$ cat src/rtl/cmem_ip_pkg.sv
package cmem_ip_pkg;

   // Position inside a three-byte transaction on the access port
   typedef enum logic [1:0] {
      SEQ_CTRL = 2'd0,
      SEQ_DATA = 2'd1,
      SEQ_ADDR = 2'd2
   } seq_pos_e;

   typedef enum logic [1:0] {
      OP_NONE  = 2'd0,
      OP_WRITE = 2'd1,
      OP_LOAD  = 2'd2
   } op_e;

   // Status byte layout
   localparam int unsigned ST_BUSY_BIT   = 7;
   localparam int unsigned ST_INIT_BIT   = 6;
   localparam int unsigned ST_INCOMP_BIT = 0;

   // Full operation codes; every other value is a no-op
   localparam logic [7:0] CODE_WRITE = 8'h01;
   localparam logic [7:0] CODE_LOAD  = 8'h02;

   function automatic op_e decode_code(input logic [7:0] code);
      op_e res;
      unique case (code)
         CODE_WRITE: res = OP_WRITE;
         CODE_LOAD:  res = OP_LOAD;
         default:    res = OP_NONE;
      endcase
      return res;
   endfunction

endpackage

$ cat src/rtl/cmem_ip_seq.sv
module cmem_ip_seq
   import cmem_ip_pkg::*;
#(
   parameter int unsigned DATA_W = 8,
   parameter int unsigned ADDR_W = 8
) (
   input  logic              clk,
   input  logic              rst_n,
   input  logic              cancel,
   input  logic              wr_stb,
   input  logic [DATA_W-1:0] wr_byte,
   output logic              incomplete,
   output logic              fire,
   output op_e               op,
   output logic [DATA_W-1:0] data_q,
   output logic [ADDR_W-1:0] addr
);

   seq_pos_e          pos_q;
   logic [DATA_W-1:0] code_q;

   always_ff @(posedge clk or negedge rst_n) begin
      if (!rst_n) begin
         pos_q  <= SEQ_CTRL;
         code_q <= '0;
         data_q <= '0;
      end else if (cancel) begin
         pos_q <= SEQ_CTRL;
      end else if (wr_stb) begin
         unique case (pos_q)
            SEQ_CTRL: begin
               code_q <= wr_byte;
               pos_q  <= SEQ_DATA;
            end
            SEQ_DATA: begin
               data_q <= wr_byte;
               pos_q  <= SEQ_ADDR;
            end
            default: pos_q <= SEQ_CTRL;
         endcase
      end
   end

   assign incomplete = (pos_q != SEQ_CTRL);
   assign fire       = wr_stb && !cancel && (pos_q == SEQ_ADDR);
   assign op         = decode_code(code_q[7:0]);
   assign addr       = wr_byte[ADDR_W-1:0];

endmodule

$ cat src/rtl/cmem_ip_clear.sv
module cmem_ip_clear #(
   parameter int unsigned ADDR_W = 8
) (
   input  logic              clk,
   input  logic              rst_n,
   input  logic              start,
   output logic              busy,
   output logic [ADDR_W-1:0] ptr,
   output logic              done
);

   localparam logic [ADDR_W-1:0] LAST = {ADDR_W{1'b1}};

   always_ff @(posedge clk or negedge rst_n) begin
      if (!rst_n) begin
         busy <= 1'b0;
         ptr  <= '0;
      end else if (busy) begin
         if (ptr == LAST) begin
            busy <= 1'b0;
            ptr  <= '0;
         end else begin
            ptr <= ptr + 1'b1;
         end
      end else if (start) begin
         busy <= 1'b1;
         ptr  <= '0;
      end
   end

   assign done = busy && (ptr == LAST);

endmodule

$ cat src/rtl/cmem_ip_store.sv
module cmem_ip_store #(
   parameter int unsigned DATA_W = 8,
   parameter int unsigned ADDR_W = 8
) (
   input  logic              clk,
   input  logic              we,
   input  logic [ADDR_W-1:0] waddr,
   input  logic [DATA_W-1:0] wdata,
   input  logic [ADDR_W-1:0] raddr,
   output logic [DATA_W-1:0] rdata
);

   localparam int unsigned DEPTH = 1 << ADDR_W;

   logic [DATA_W-1:0] word_q [DEPTH];

   for (genvar gi = 0; gi < DEPTH; gi++) begin : g_word
      always_ff @(posedge clk) begin
         if (we && (waddr == ADDR_W'(gi))) begin
            word_q[gi] <= wdata;
         end
      end
   end

   assign rdata = word_q[raddr];

endmodule

$ cat src/rtl/cmem_indirect_port.sv
module cmem_indirect_port
   import cmem_ip_pkg::*;
#(
   parameter int unsigned DATA_W       = 8,
   parameter int unsigned ADDR_W       = 8,
   parameter int unsigned CLK_MHZ      = 100,
   parameter int unsigned CLR_LIMIT_US = 250
) (
   input  logic              clk,
   input  logic              rst_n,
   input  logic              bus_sel,
   input  logic              bus_wr,
   input  logic [DATA_W-1:0] bus_wdata,
   output logic [DATA_W-1:0] bus_rdata,
   input  logic              seq_reset,
   input  logic              run_en,
   input  logic              init_start,
   input  logic              clk_fault
);

   localparam int unsigned DEPTH      = 1 << ADDR_W;
   localparam int unsigned CLR_BUDGET = CLR_LIMIT_US * CLK_MHZ;

   // Elaboration-time parameter checks
   if (DATA_W != 8) begin : g_bad_width
      $error("cmem_indirect_port: DATA_W must be 8");
   end
   if (ADDR_W > DATA_W || ADDR_W == 0) begin : g_bad_addr
      $error("cmem_indirect_port: ADDR_W must be 1..DATA_W");
   end
   if (DEPTH > CLR_BUDGET) begin : g_bad_time
      $error("cmem_indirect_port: clear run exceeds time budget");
   end

   logic              clr_busy;
   logic              clr_done;
   logic [ADDR_W-1:0] clr_ptr;
   logic              cancel;
   logic              wr_stb;
   logic              seq_incomplete;
   logic              seq_fire;
   op_e               seq_op;
   logic [DATA_W-1:0] seq_data;
   logic [ADDR_W-1:0] seq_addr;
   logic              mem_we;
   logic [ADDR_W-1:0] mem_waddr;
   logic [DATA_W-1:0] mem_wdata;
   logic [DATA_W-1:0] mem_rdata;
   logic [DATA_W-1:0] rdbk_q;
   logic              init_q;
   logic [DATA_W-1:0] status;

   assign cancel = seq_reset || !run_en;
   assign wr_stb = bus_wr && bus_sel && !clr_busy;

   cmem_ip_seq #(.DATA_W(DATA_W), .ADDR_W(ADDR_W)) u_seq (
      .clk        (clk),
      .rst_n      (rst_n),
      .cancel     (cancel),
      .wr_stb     (wr_stb),
      .wr_byte    (bus_wdata),
      .incomplete (seq_incomplete),
      .fire       (seq_fire),
      .op         (seq_op),
      .data_q     (seq_data),
      .addr       (seq_addr)
   );

   cmem_ip_clear #(.ADDR_W(ADDR_W)) u_clear (
      .clk   (clk),
      .rst_n (rst_n),
      .start (init_start),
      .busy  (clr_busy),
      .ptr   (clr_ptr),
      .done  (clr_done)
   );

   // Clear engine owns the write port while busy; the sequencer is gated off then
   assign mem_we    = clr_busy || (seq_fire && seq_op == OP_WRITE);
   assign mem_waddr = clr_busy ? clr_ptr : seq_addr;
   assign mem_wdata = clr_busy ? '0 : seq_data;

   cmem_ip_store #(.DATA_W(DATA_W), .ADDR_W(ADDR_W)) u_store (
      .clk   (clk),
      .we    (mem_we),
      .waddr (mem_waddr),
      .wdata (mem_wdata),
      .raddr (seq_addr),
      .rdata (mem_rdata)
   );

   always_ff @(posedge clk or negedge rst_n) begin
      if (!rst_n) begin
         rdbk_q <= '0;
      end else if (seq_fire && seq_op == OP_LOAD) begin
         rdbk_q <= mem_rdata;
      end
   end

   // Init-request: fault wins over a clear finishing in the same cycle
   always_ff @(posedge clk or negedge rst_n) begin
      if (!rst_n) begin
         init_q <= 1'b1;
      end else if (clk_fault) begin
         init_q <= 1'b1;
      end else if (clr_done) begin
         init_q <= 1'b0;
      end
   end

   for (genvar gb = 0; gb < DATA_W; gb++) begin : g_status
      if (gb == ST_BUSY_BIT) begin : g_b
         assign status[gb] = clr_busy;
      end else if (gb == ST_INIT_BIT) begin : g_r
         assign status[gb] = init_q;
      end else if (gb == ST_INCOMP_BIT) begin : g_z
         assign status[gb] = seq_incomplete;
      end else begin : g_zero
         assign status[gb] = 1'b0;
      end
   end

   assign bus_rdata = bus_sel ? rdbk_q : status;

endmodule

$ cat config.mk
export PLATFORM = sky130hd
export DESIGN_NAME = cmem_indirect_port
export DESIGN_NICKNAME = d
export VERILOG_FILES = /design/src/rtl/cmem_ip_pkg.sv /design/src/rtl/cmem_ip_seq.sv /design/src/rtl/cmem_ip_clear.sv /design/src/rtl/cmem_ip_store.sv /design/src/rtl/cmem_indirect_port.sv
export SDC_FILE = /design/constraint.sdc
export NUM_CORES = 2
export LEC_CHECK = 0
export BUFFER_PORTS_ARGS = -buffer_cell sky130_fd_sc_hd__buf_4
export CAP_MARGIN = 30
export CORE_AREA = 4 4 357 430
export DETAILED_ROUTE_END_ITERATION = 6
export DIE_AREA = 0 0 361 434
export PLACE_DENSITY = 0.72
export RECOVER_POWER = 25
export SLEW_MARGIN = 10
export SYNTH_ARGS = -nofsm -noshare
export SYNTH_HDL_FRONTEND = slang
export SYNTH_SLANG_ARGS = --single-unit
$ cat constraint.sdc
create_clock -name clk -period 21.7 [get_ports clk]
set_clock_uncertainty 0.05 [all_clocks]
set_input_delay 2.17 -clock clk [delete_from_list [all_inputs] [get_ports clk]]
set_output_delay 2.17 -clock clk [all_outputs]
set_load 0.03 [all_outputs]
==> qor.yml <==
grt_pass1_vias: 41100
grt_max_degree: 197
dp.cells: 5930
synth_area_leaders: "edfxtp_1 (75%), mux4_2 (11%), mux2i_1 (3.5%), nor2_1 (1.4%), dfrtp_1 (1.1%)"
dr.first_iter.drc_count: 5585
crit_path_start_kind: "flip-flop"
ys_seq_area_share_pct: 76.4
cts-resized-gates: 0
wl_per_cell_um: 33.1
cp_cell_sequence: "clkbuf_1 > nor2b_1 > clkbuf_1"
hold_viol: 0
setup-violations-final: 0
path_max_fanout: 196
drc: 0
fin_crit_ns: 9.73
htreeDepth: 4
rows: 156
violations: "max-capacitance violations, max-slew violations"
nets: 4178
cts_hold_buf: 0
netlist_instances: 4055
cp_common_cell: "clkbuf_1"
status: "complete, but fails checks"
dpl.hpwl_mm: 128
min_path_type: "flip-flop to flip-flop"
root_buffer: "clkbuf_16"
gp_congestion: 0.878
max-vdd-ir-drop_uv: 85.9
synthesis.area_um2: 81700
power_w: 0.00819
dr.pass1.iters: 6
clk_latency_ns: 0.81
n_fill_cell: 10200
core-area_um2: 150000
post_cts_buffers: 0
rsz0062_at_grt: "false"
antenna_found_initial: 7
cts_tree: "done"
yosysWarningCount: 0
slowest_stage: "clkbuf_1"
synth_area_leader_cell: "edfxtp_1"
yosys_most_used_dff: "edfxtp_1"
maxCapViolCount: 20
routed-via-count: 42000
utilization_pct: 60.1
via_per_inst: 6.66
synth_top_area_share_pct: 75.3
initial_core_util_pct: 54.6
synth_edf_count: 2048
ys_ff_latch: 2084
drtAntennaViolNets: 0
die_x_um: 361
fin_tns_setup_ns: 0
max_stage_delay_ns: 6.27
area_growth_pct: 10.1
yosys-top-cells-count: "edfxtp_1 (2,048), mux4_2 (391), nor2_1 (298), mux2i_1 (285), nand2_1 (117)"
tightest_slew_ns: 9.05
die_h_um: 434
syn_area_per_cell_um2: 20.1
fmax_mhz: 103
power_density_nw_per_um2: 91.0
worstPathRequired_ns: 20.92
cts_sinks: 2084
layout-drive-gt1-share_pct: 19.6
io_pins: 24
grt_usage_pct: 26.7
grt-ovfl-total: 0
dieArea_um2: 157000
path_clk_slew_ns: 0.06
port_buffers: 23
end_kind: "flip-flop"
cts_buffers: 187
worstPathArrival_ns: 8.95
yosysUniqueCellTypes: 75
async_flop_share_pct: 1.73
p_leak_nw: 32.4
path_buf_inv: 2
criticalPathCategory: "flip-flop to flip-flop"
reg2reg_setup_slack_ns: 11.97
crit_family: "buffers and inverters"
synth_nets: 4072
wl_mm: 209
yosys.cell_count.top_type: "edfxtp_1"
cts_buffer_depth: 3
final.period_utilization_pct: 44.9
grt_pass1_wl_mm: 299
slew_headroom_pct: -503
slew_viol_final: 1347
instances_no_fill: 6299
[path summary, 6_finish.rpt]
| kind | from | endpoint | cells past startpoint |
|---|---|---|---|
| worst max-delay path | u_clear.busy | u_store.word_q[237][4] | 3 |
| worst min-delay path | u_seq.code_q[2] | u_seq.code_q[2] | 2 |
| worst max register to register | u_clear.busy | u_store.word_q[237][4] | 3 |
| worst min register to register | u_seq.code_q[2] | u_seq.code_q[2] | 2 |
| max in group asynchronous | rst_n | u_clear.busy | 1 |
| min in group asynchronous | rst_n | u_seq.data_q[2] | 1 |
[tightest hold or removal path: cells and delay by family (launching register included)]
family,cells,cell delay (ns)
DFF,1,0.34
AOI/OAI and AO/OA,1,0.07
and+or+nand+nor,1,0.05
[placed cells by master (no fill, tap or decap), types with 9 or more instances in the layout]
cell type	instances
edfxtp_1	2048
mux4_2	391
nor2_1	295
mux2i_1	285
clkbuf_16	192
nand2_1	116
buf_4	111
o22ai_1	101
a22oi_1	62
clkbuf_1	59
o221ai_1	46
a21oi_1	45
a211oi_1	45
clkinv_1	43
o21ai_0	37
clkinv_2	34
dfrtp_1	34
nand3_1	33
nor3_1	25
mux2_2	17
and2_1	17
a2111oi_0	17
bufinv_16	17
inv_1	12
nor4_1	12
o21ai_1	11
a31oi_1	11
a22o_1	10
nand3b_1	9
nand3_2	9
nand4_1	9
[registers in the layout, indices dropped and copies added, names as in the netlist]
name,flops
u_store.word_q,2048
rdbk_q,8
u_clear.ptr,8
u_seq.code_q,8
u_seq.data_q,8
u_seq.pos_q,2
init_q,1
u_clear.busy,1
[area by class of cell]
cell class	count	area, um2	share of cell area [%]
Tap cell	1975	2470	2.75
Inverter	14	57.6	0.0640
Clock inverter	113	1040	1.15
Multi-Input combinational cell	1716	17700	19.7
Clock buffer	232	5000	5.57
Sequential cell	2084	62400	69.4
Antenna cell	7	17.5	0.0195
Timing Repair Buffer	158	1240	1.38
[cells by family after synthesis]
logic type	after synthesis	synth area share, %
flip-flops	2084	76.4
buffers and inverters	255	2.09
AND/OR/NAND/NOR	575	3.11
AO/OA/AOI/OAI	445	3.86
XOR/XNOR	2	0.0214
adder cells (fa/ha/maj)	1	0.0153
multiplexers	693	14.5
[per-layer routing]
| metal | routed length [um] | up-vias | track usage, % | part of all wire [%] |
|---|---|---|---|---|
| met3 | 20700 | 485 | 5.53 | 9.9 |
| met1 | 74600 | 21900 | 35.2 | 36 |
| li1 | - | 17000 | - | - |
| met5 | 27 | - | 0 | 0.013 |
| met2 | 101000 | 2523 | 42.6 | 49 |
| met4 | 11800 | 4 | 13.7 | 5.7 |
[report_power, final]
part | internal (W) | leakage [nW] | switching [W]
sequential | 0.00440 | 23.2 | 0.0000166
combinational | 0.000120 | 6.24 | 0.000369
clock | 0.00184 | 2.96 | 0.00144
total | 0.00636 | 32.4 | 0.00182
[per-stage QoR]
stage          cell area, um2  setup WS (ns)  hold WS, ns
2_1_floorplan           81700          12.94        0.399
3_3_place_gp            83600          14.24        0.412
3_5_place_dp            83900          14.27        0.428
4_1_cts                 89900          15.13        0.441
5_1_grt                 89900          11.41        0.470
6_report                89900          11.97        0.448
(Power assumes the default switching activity.)
